### config.mk
export PLATFORM = sky130hd
export DESIGN_NAME = serial_status_flags
export DESIGN_NICKNAME = d
export VERILOG_FILES = /design/src/rtl/ssf_pkg.sv /design/src/rtl/ssf_flag_cell.sv /design/src/rtl/ssf_halt_fsm.sv /design/src/rtl/serial_status_flags.sv
export SDC_FILE = /design/constraint.sdc
export NUM_CORES = 1
export LEC_CHECK = 0
export CAP_MARGIN = 5
export CORE_UTILIZATION = 31
export DETAILED_ROUTE_END_ITERATION = 16
export GPL_ROUTABILITY_DRIVEN = 0
export PLACE_DENSITY_LB_ADDON = 0.08
export SYNTH_ARGS = -nofsm -noshare
export SYNTH_HDL_FRONTEND = slang
export SYNTH_HIERARCHICAL = 1
export SYNTH_SLANG_ARGS = --single-unit
### constraint.sdc
create_clock -name clk -period 1.3 [get_ports clk]
set_clock_uncertainty 0.1 [all_clocks]
set_input_delay 0.39 -clock clk [delete_from_list [all_inputs] [get_ports clk]]
set_output_delay 0.39 -clock clk [all_outputs]
set_load 0.1 [all_outputs]
### src/rtl/ssf_pkg.sv
package ssf_pkg;
    localparam int NFLAG = 5;
    localparam int IX_CLASH  = 0;
    localparam int IX_RXFULL = 1;
    localparam int IX_TXEMP  = 2;
    localparam int IX_TXDONE = 3;
    localparam int IX_OVR    = 4;

    localparam int FLAG_POS [NFLAG] = '{0, 1, 2, 3, 6};
    localparam logic [NFLAG-1:0] FLAG_RST = 5'b00100;

    typedef enum logic {
        HS_RUN  = 1'b0,
        HS_HALT = 1'b1
    } halt_state_e;
endpackage

### src/rtl/ssf_flag_cell.sv
module ssf_flag_cell #(
    parameter logic RST_VAL = 1'b0
) (
    input  logic clk,
    input  logic rst_n,
    input  logic set_evt,
    input  logic auto_clr,
    input  logic stat_rd,
    input  logic stat_wr,
    input  logic wr_bit,
    output logic q,
    output logic clr_fire
);
    logic armed;
    logic hs_clr;

    always_comb begin
        hs_clr   = stat_wr & armed & ~wr_bit;
        clr_fire = q & ~set_evt & (hs_clr | auto_clr);
    end

    always_ff @(posedge clk or negedge rst_n) begin
        if (!rst_n) begin
            q     <= RST_VAL;
            armed <= 1'b0;
        end else begin
            if (set_evt)
                q <= 1'b1;
            else if (hs_clr || auto_clr)
                q <= 1'b0;
            if (stat_rd)
                armed <= q;
            else if (stat_wr)
                armed <= 1'b0;
        end
    end
endmodule

### src/rtl/ssf_halt_fsm.sv
module ssf_halt_fsm
    import ssf_pkg::*;
(
    input  logic clk,
    input  logic rst_n,
    input  logic rx_offer,
    input  logic rx_full,
    input  logic ovr_release,
    output logic ovr_trip,
    output logic rx_accept,
    output logic halt
);
    halt_state_e state, state_nx;

    always_comb begin
        ovr_trip = rx_offer & rx_full;
        state_nx = state;
        unique case (state)
            HS_RUN:  if (ovr_trip) state_nx = HS_HALT;
            HS_HALT: if (ovr_release && !ovr_trip) state_nx = HS_RUN;
            default: state_nx = HS_RUN;
        endcase
    end

    always_ff @(posedge clk or negedge rst_n) begin
        if (!rst_n) state <= HS_RUN;
        else        state <= state_nx;
    end

    always_comb begin
        halt      = (state == HS_HALT);
        rx_accept = rx_offer & ~rx_full & (state == HS_RUN);
    end
endmodule

### src/rtl/serial_status_flags.sv
module serial_status_flags
    import ssf_pkg::*;
#(
    parameter int REG_W = 8
) (
    input  logic             clk,
    input  logic             rst_n,
    input  logic             tx_en,
    input  logic [REG_W-1:0] irq_en,
    input  logic             stat_rd,
    input  logic             stat_wr,
    input  logic [REG_W-1:0] stat_wdata,
    output logic [REG_W-1:0] stat_rdata,
    input  logic             tdata_wr,
    input  logic             rdata_rd,
    input  logic             tx_load_evt,
    input  logic             tx_last_evt,
    input  logic             rx_offer,
    input  logic             clash_evt,
    output logic             rx_store,
    output logic             halt,
    output logic             irq
);
    logic [NFLAG-1:0] flag_q;
    logic [NFLAG-1:0] set_vec;
    logic [NFLAG-1:0] aclr_vec;
    logic [NFLAG-1:0] fire_vec;
    logic [NFLAG-1:0] wbit_vec;
    logic [REG_W-1:0] status;
    logic             ovr_trip;
    logic             rx_accept;
    logic             unused_sink;

    ssf_halt_fsm u_fsm (
        .clk         (clk),
        .rst_n       (rst_n),
        .rx_offer    (rx_offer),
        .rx_full     (flag_q[IX_RXFULL]),
        .ovr_release (fire_vec[IX_OVR]),
        .ovr_trip    (ovr_trip),
        .rx_accept   (rx_accept),
        .halt        (halt)
    );

    always_comb begin
        set_vec             = '0;
        set_vec[IX_CLASH]   = clash_evt;
        set_vec[IX_RXFULL]  = rx_accept;
        set_vec[IX_TXEMP]   = ~tx_en | tx_load_evt;
        set_vec[IX_TXDONE]  = tx_last_evt & flag_q[IX_TXEMP];
        set_vec[IX_OVR]     = ovr_trip;

        aclr_vec            = '0;
        aclr_vec[IX_RXFULL] = rdata_rd;
        aclr_vec[IX_TXEMP]  = tdata_wr & tx_en;
        aclr_vec[IX_TXDONE] = tdata_wr;
    end

    for (genvar i = 0; i < NFLAG; i++) begin : g_flag
        assign wbit_vec[i] = stat_wdata[FLAG_POS[i]];
        ssf_flag_cell #(.RST_VAL(FLAG_RST[i])) u_cell (
            .clk      (clk),
            .rst_n    (rst_n),
            .set_evt  (set_vec[i]),
            .auto_clr (aclr_vec[i]),
            .stat_rd  (stat_rd),
            .stat_wr  (stat_wr),
            .wr_bit   (wbit_vec[i]),
            .q        (flag_q[i]),
            .clr_fire (fire_vec[i])
        );
    end

    always_comb begin
        status = '0;
        for (int i = 0; i < NFLAG; i++)
            status[FLAG_POS[i]] = flag_q[i];
    end

    assign stat_rdata  = status;
    assign rx_store    = rx_accept;
    assign irq         = |(status & irq_en);
    assign unused_sink = ^{stat_wdata, fire_vec[IX_OVR-1:0]};
endmodule

# Yosys cells after proc, flatten, opt, wreduce, memory -nomap -nowiden

Index checks and enable logic that the tools add are counted.

Reductions and logical operators: 12
Bitwise operators: 28
Mux-type cells: 19

Operator list:

| kind              | number |
|---|---|
| $mux 1            | 18 |
| $and 1x1->1       | 17 |
| $reduce_bool 2->1 | 6 |
| $not 1->1         | 9 |
| $and 7x8->8       | 1 |
| $reduce_or 8->1   | 1 |
| $logic_or 1x1->1  | 3 |
| $pmux 1 s2        | 1 |
| $logic_and 1x1->1 | 1 |
| $logic_not 1->1   | 1 |
| $or 1x1->1        | 1 |

Register bits after elaboration: 11

# Logic depth before layout (Yosys ltp)

Gate-level depths: netlist of run 1.

Word-level depth: 7
Mapped depth: 5
Depth with buffers taken out: 5

# Modules after synthesis

The synthesis of run 1 kept the hierarchy.

By module, submodules not included:

| module                               | cells an instance | area an instance (um^2) | instances |
|---|---|---|---|
| ssf_flag_cell (g_flag[0].u_cell ...) | 9                 | 93.8                    | 4 |
| ssf_flag_cell (g_flag[2].u_cell)     | 9                 | 95.1                    | 1 |
| serial_status_flags                  | 10                | 66.3                    | 1 |
| ssf_halt_fsm                         | 5                 | 52.6                    | 1 |

# Worst setup path after synthesis of run 1

Ideal clock, no wire load.

Path kind: reg2out
Start: reg g_flag[1].u_cell.q
End: out rx_store
Cell stages (with the launch flop): 2
Data required time: 0.810 ns
Buffers on the path: 0
Slack: -2.400 ns
Arrival time: 3.210 ns
Cell sequence: dfrtp_1 -> nor3b_1

Word-level cells in the longest chain between the ends: 3

Ends and longest elaborated chain:

| item                      | RTL line                  | text |
|---|---|---|
| start: declaration        | ssf_flag_cell.sv:11       | `output logic q,` |
| start signal: assignment  | ssf_flag_cell.sv:24       | `q <= RST_VAL;` |
| start signal: assignment  | ssf_flag_cell.sv:28       | `q <= 1'b1;` |
| start signal: assignment  | ssf_flag_cell.sv:30       | `q <= 1'b0;` |
| $not 1->1                 | ssf_halt_fsm.sv:32        | `rx_accept = rx_offer & ~rx_full & (state == HS_RUN);` |
| $and 1x1->1 (2 in series) | ssf_halt_fsm.sv:32        |  |
| end: declaration          | serial_status_flags.sv:20 | `output logic rx_store,` |

Every way passes these cells.

# Worst setup path after layout of run 1

Start: in irq_en[3]
End: out irq

Word-level cells in the longest chain between the ends: 2

Ends and longest elaborated chain:

| item               | RTL line                  | text |
|---|---|---|
| start: declaration | serial_status_flags.sv:9  | `input logic [REG_W-1:0] irq_en,` |
| $and 7x8->8        | serial_status_flags.sv:82 | `assign irq = \|(status & irq_en);` |
| $reduce_or 8->1    | serial_status_flags.sv:82 |  |
| end: declaration   | serial_status_flags.sv:22 | `output logic irq` |

Every way passes these cells.

==> results of run 1 <==
## what timing repair did
item	CTS	global route
hold buffers	0	0
cloned	0	0
buffers inserted	2	5
endpoints found under the setup margin	13	10
pin swaps	1	3
resized for setup	9	6
## where the power goes
| part | switching [uW] | leakage, uW | internal, uW | total, uW |
|---|---|---|---|---|
| clock | 124 | 0.0000150 | 119 | 243 |
| combinational | 735 | 0.000376 | 608 | 1340 |
| sequential | 73.4 | 0.000127 | 446 | 519 |
| total | 931 | 0.000519 | 1170 | 2100 |
## stage by stage
step / area (um2) / util [%] / instances / setup WS, ns / total power, uW
after floorplan: 609 / - / 56 / -0.716 / 1220
after global placement: 1060 / 67.1 / 109 / -0.712 / 1740
after detailed placement: 1060 / 67.1 / 109 / -0.711 / 1750
after CTS: 1120 / 70.9 / 115 / -0.676 / 2050
after global routing: 1170 / 74.0 / 119 / -0.691 / 2200
final: 1170 / 74.0 / 119 / -0.659 / 2100
## state kept, by name (all words and copies together), names as in the netlist
name,cells
g_flag.u_cell/armed,5
u_fsm/halt,1
g_flag.u_cell/q,5
## routing by layer
| layer | global-route usage (%) | part of all wire, % | vias up | routed length, um |
|---|---|---|---|---|
| met2 | 29.9 | 53 | 18 | 779 |
| met3 | 6.25 | 4.2 | 3 | 61 |
| met5 | 0 | 0 | - | 0 |
| met1 | 21.4 | 41 | 258 | 603 |
| li1 | - | - | 278 | - |
| met4 | 5.45 | 1.6 | 0 | 23 |
## worst min-delay path by stage
stage                            from                endpoint  slack (ns)  cells after the start
4_1_cts                         rst_n  g_flag[1].u_cell/armed        0.31                      2
6_report                        rst_n  g_flag[1].u_cell/armed        0.33                      2
5_1_grt                         rst_n  g_flag[1].u_cell/armed        0.34                      2
2_1_floorplan                   rst_n  g_flag[0].u_cell/armed      -0.006                      0
3_5_place_dp   g_flag[0].u_cell/armed  g_flag[0].u_cell/armed        0.38                      1
3_3_place_gp   g_flag[1].u_cell/armed  g_flag[1].u_cell/armed        0.38                      1
## cell type report
type,instances,area [um2],area share (%)
multi-input combinational,36,268,23.0
sequential,11,297,25.4
timing repair buffer,46,533,45.7
inverter,6,22.5,1.93
clock buffer,4,26.3,2.25
tap,16,20.0,1.72
## critical path, cell delays in order
cell and delay, ns:
clkdlybuf4s50_1 0.40, a222oi_1 0.27, buf_4 0.17, nand2_4 0.05, buf_12 0.18
==> flow_metrics.py, run 1 <==
metrics = {
    "power_and_ir_drop": {
        "cellPowerDensity_nw_per_um2": 1800,
        "p_leak_uw": 0.000519,
        "peakVddDrop_mv": 1.72,
    },
    "final_layout": {
        "antenna_cells": 0,
        "layout_commonest_cell": "clkdlybuf4s50_1",
        "syn_to_final_growth_pct": 114,
        "drive_above_1_share_pct": 38.8,
        "final_nets": 131,
        "nFillCells": 125,
        "layout_common_cells": "17 x clkdlybuf4s50_1, 11 x buf_6, 8 x buf_12",
    },
    "global_routing": {
        "grt_pass1_wl_um": 2420,
        "antenna_found_initial": 0,
        "grt_usage_pct": 17.8,
        "grt_pass1_vias": 550,
        "grt_max_degree": 12,
        "overflow": 0,
    },
    "sta": {
        "slew_violations": 0,
        "rsz0062_at_grt": "true",
        "fin_crit_sh_pct": 151,
        "timing.final.ws_setup_ns": -0.659,
        "fin_crit_ns": 1.96,
        "finalSetupViolations": 11,
        "max_freq_mhz": 511,
        "finalHoldViolCount": 0,
        "setup_tns_ns": -3.15,
        "whs_ns": 0.328,
    },
    "clocking": {
        "clock_latency_ns": 0.28,
        "clk_pin_slew_ns": 0.07,
        "cts_buffers": 3,
        "cts_sinks": 11,
        "cts.root.buffer_cell": "clkbuf_4",
        "cts_tree": "built",
        "clk_path_buf_depth": 2,
        "htreeDepth": 1,
    },
    "route": {
        "wirelength_um": 1470,
        "vias": 557,
        "route.detailed.drc": 0,
        "drt_pass1_iterations": 6,
        "viasPerCell": 4.68,
        "drtIter0Drc": 10,
        "wl_per_cell_um": 12.3,
        "ant_nets": 0,
    },
    "run": {
        "max_cap_viol_count": 0,
    },
    "die": {
        "dieArea_um2": 1930,
        "io_pins": 38,
        "core_um2": 1580,
        "rows": 14,
        "initial_core_util_pct": 34.5,
        "die_h_um": 43.9,
        "die_width_um": 43.9,
    },
    "placed_design": {
        "dp_hpwl_um": 1150,
        "portBuffers": 28,
    },
    "setup_path": {
        "rr_endpoint": "u_fsm/halt",
        "startpoint": "irq_en[3]",
        "crit_end": "irq",
        "crit_path_start_kind": "primary input",
        "path_class": "primary input to output pin",
        "reg2reg_depth": 7,
        "r2r_slack_ns": -0.22,
        "r2r_start": "g_flag[1].u_cell/q",
        "crit_path_end_kind": "output pin",
        "cp.arrival_ns": 1.47,
        "required_ns": 0.81,
        "crit_path_max_fanout": 1,
    },
    "worst_hold_path": {
        "hp-class": "primary input to async pin",
    },
    "yosys": {
        "synth_area_um2": 544,
        "synth_cells": 52,
        "syn_avg_cell_area_um2": 10.5,
        "synth_warnings": 6,
    },
    "status": {
        "status": "complete, but fails checks",
        "violations": "setup timing",
    },
}
Power figures use the tool's default switching activity.
==> run 2: changes to the inputs <==
--- a/config.mk
+++ b/config.mk
@@ -5,10 +5,8 @@
 export SDC_FILE = /design/constraint.sdc
 export NUM_CORES = 1
 export LEC_CHECK = 0
-export CAP_MARGIN = 5
 export CORE_UTILIZATION = 31
 export DETAILED_ROUTE_END_ITERATION = 16
-export GPL_ROUTABILITY_DRIVEN = 0
 export PLACE_DENSITY_LB_ADDON = 0.08
 export SYNTH_ARGS = -nofsm -noshare
 export SYNTH_HDL_FRONTEND = slang
==> results of run 2 <==
No change in the layout: final DEF, timing and power equal those of run 1.
==> run 3: changes to the inputs <==
--- a/config.mk
+++ b/config.mk
@@ -7,7 +7,8 @@
 export LEC_CHECK = 0
 export CORE_UTILIZATION = 31
 export DETAILED_ROUTE_END_ITERATION = 16
-export PLACE_DENSITY_LB_ADDON = 0.08
+export PLACE_DENSITY = 0.78
+export SLEW_MARGIN = 20
 export SYNTH_ARGS = -nofsm -noshare
 export SYNTH_HDL_FRONTEND = slang
 export SYNTH_HIERARCHICAL = 1
==> flow_metrics.py, run 3 (synthesized netlist as in run 1, its figures left out) <==
metrics = {
    "route": {
        "viasPerCell": 4.92,
        "wl_per_cell_um": 14.4,
        "ant_nets": 0,
        "drtIter0Drc": 11,
        "route.detailed.drc": 1,
        "wirelength_um": 1710,
        "vias": 585,
        "drt_pass1_iterations": 12,
    },
    "power_and_ir_drop": {
        "p_comb_share_pct": 63.5,
        "p_leak_uw": 0.000529,
        "internal-power_uw": 1150,
        "power_frac_seq_pct": 25.2,
        "switching_power_uw": 935,
        "power_frac_clock_pct": 11.3,
        "swShare_pct": 44.9,
        "cellPowerDensity_nw_per_um2": 1790,
        "peakVddDrop_mv": 1.19,
    },
    "sta": {
        "fin_crit_ns": 1.97,
        "finalHoldViolCount": 0,
        "slew_violations": 0,
        "whs_ns": 0.336,
        "finalSetupViolations": 9,
        "setup_tns_ns": -2.80,
        "rsz0062_at_grt": "true",
        "max_freq_mhz": 508,
        "timing.final.ws_setup_ns": -0.667,
        "fin_crit_sh_pct": 151,
    },
    "status": {
        "status": "complete, but fails checks",
        "violations": "DRC, setup timing",
    },
    "final_layout": {
        "final_util_pct": 73.8,
        "nFillCells": 102,
        "layout_common_cells": "16 x clkdlybuf4s50_1, 9 x buf_4, 9 x buf_6",
        "layout_commonest_cell": "clkdlybuf4s50_1",
        "seq_area_um2": 297,
        "final_nets": 131,
        "multi_input_area_um2": 270,
        "finalNonFillerCells": 119,
        "antenna_cells": 0,
        "drive_above_1_share_pct": 39.8,
        "syn_to_final_growth_pct": 114,
    },
    "die": {
        "io_pins": 38,
        "initial_core_util_pct": 34.5,
        "core_um2": 1580,
        "die_h_um": 43.9,
        "die_width_um": 43.9,
        "dieArea_um2": 1930,
        "rows": 14,
    },
    "clocking": {
        "clk_pin_slew_ns": 0.08,
        "cts_buffers": 3,
        "clk_path_buf_depth": 2,
        "htreeDepth": 1,
        "clock_latency_ns": 0.26,
        "cts_sinks": 11,
        "cts.root.buffer_cell": "clkbuf_4",
        "cts_tree": "built",
    },
    "setup_path": {
        "path_class": "flop to output pin",
        "required_ns": 0.81,
        "crit_path_end_kind": "output pin",
        "crit_path_max_fanout": 2,
        "cp.arrival_ns": 1.48,
        "crit_path_start_kind": "flop",
    },
    "placed_design": {
        "dp_hpwl_um": 1270,
        "place.gp.congestion": 0.682,
        "placed_cells": 109,
        "portBuffers": 28,
    },
    "global_routing": {
        "grt_pass1_vias": 576,
        "overflow": 0,
        "grt_max_degree": 12,
        "grt_usage_pct": 18.8,
        "antenna_found_initial": 0,
        "grt_pass1_wl_um": 2570,
    },
    "run": {
        "max_cap_viol_count": 0,
    },
    "worst_hold_path": {
        "hp-class": "primary input to async pin",
    },
}
==> run 3: power by group through the flow <==
stage / Clock (uW) / Sequential (uW) / Combinational [uW]
4_1_cts: 238 / 524 / 1290
2_1_floorplan: 0 / 899 / 321
5_1_grt: 276 / 532 / 1370
3_3_place_gp: 0 / 516 / 1210
3_5_place_dp: 0 / 522 / 1230
6_report: 236 / 524 / 1320
==> run 3: what timing repair did <==
item | 4_1_cts | 5_1_grt
endpoints found under the hold margin | 0 | 0
setup buffers | 3 | 5
resized for setup | 10 | 6
setup endpoints to repair | 10 | 10
hold buffers | 0 | 0
pin swaps | 1 | 2
==> run 3: per-stage QoR <==
stage | worst slack [ns] | cell area (um2) | power [uW]
after floorplan | -0.716 | 609 | 1220
after global placement | -0.683 | 1060 | 1730
after detailed placement | -0.703 | 1060 | 1750
after CTS | -0.658 | 1130 | 2050
after global routing | -0.724 | 1160 | 2170
final | -0.667 | 1160 | 2080
==> run 3: path summary, 6_finish.rpt <==
path | from | to | slack (ns) | cells past startpoint
setup reg to reg | g_flag[2].u_cell/q | g_flag[3].u_cell/q | -0.02 | 5
hold / removal | rst_n | g_flag[1].u_cell/armed | 0.34 | 2
setup / recovery | g_flag[3].u_cell/q | irq | -0.67 | 4
min in group clk | g_flag[3].u_cell/armed | g_flag[3].u_cell/armed | 0.40 | 1
max in group asynchronous | rst_n | g_flag[2].u_cell/q | 0.54 | 2
hold reg to reg | g_flag[3].u_cell/armed | g_flag[3].u_cell/armed | 0.40 | 1
==> run 3: layout make-up <==
type	count	area share, %
Timing Repair Buffer	46	45.4
Inverter	6	1.94
Sequential cell	11	25.5
Multi-Input combinational cell	36	23.2
Clock buffer	4	2.26
Tap cell	16	1.72
==> run 3: layer usage <==
metal / share of wire [%] / global-route usage [%] / vias up
li1: - / - / 279
met1: 41 / 24.1 / 275
met2: 51 / 32.5 / 29
met3: 6.9 / 2.92 / 2
met4: 0.82 / 5.45 / 0
met5: 0 / 0 / -
==> run 3: critical path: stages, from the launching register on <==
cell and delay, ns:
dfrtp_4 0.48, a222oi_1 0.32, buf_4 0.19, nand2_4 0.05
buf_12 0.17
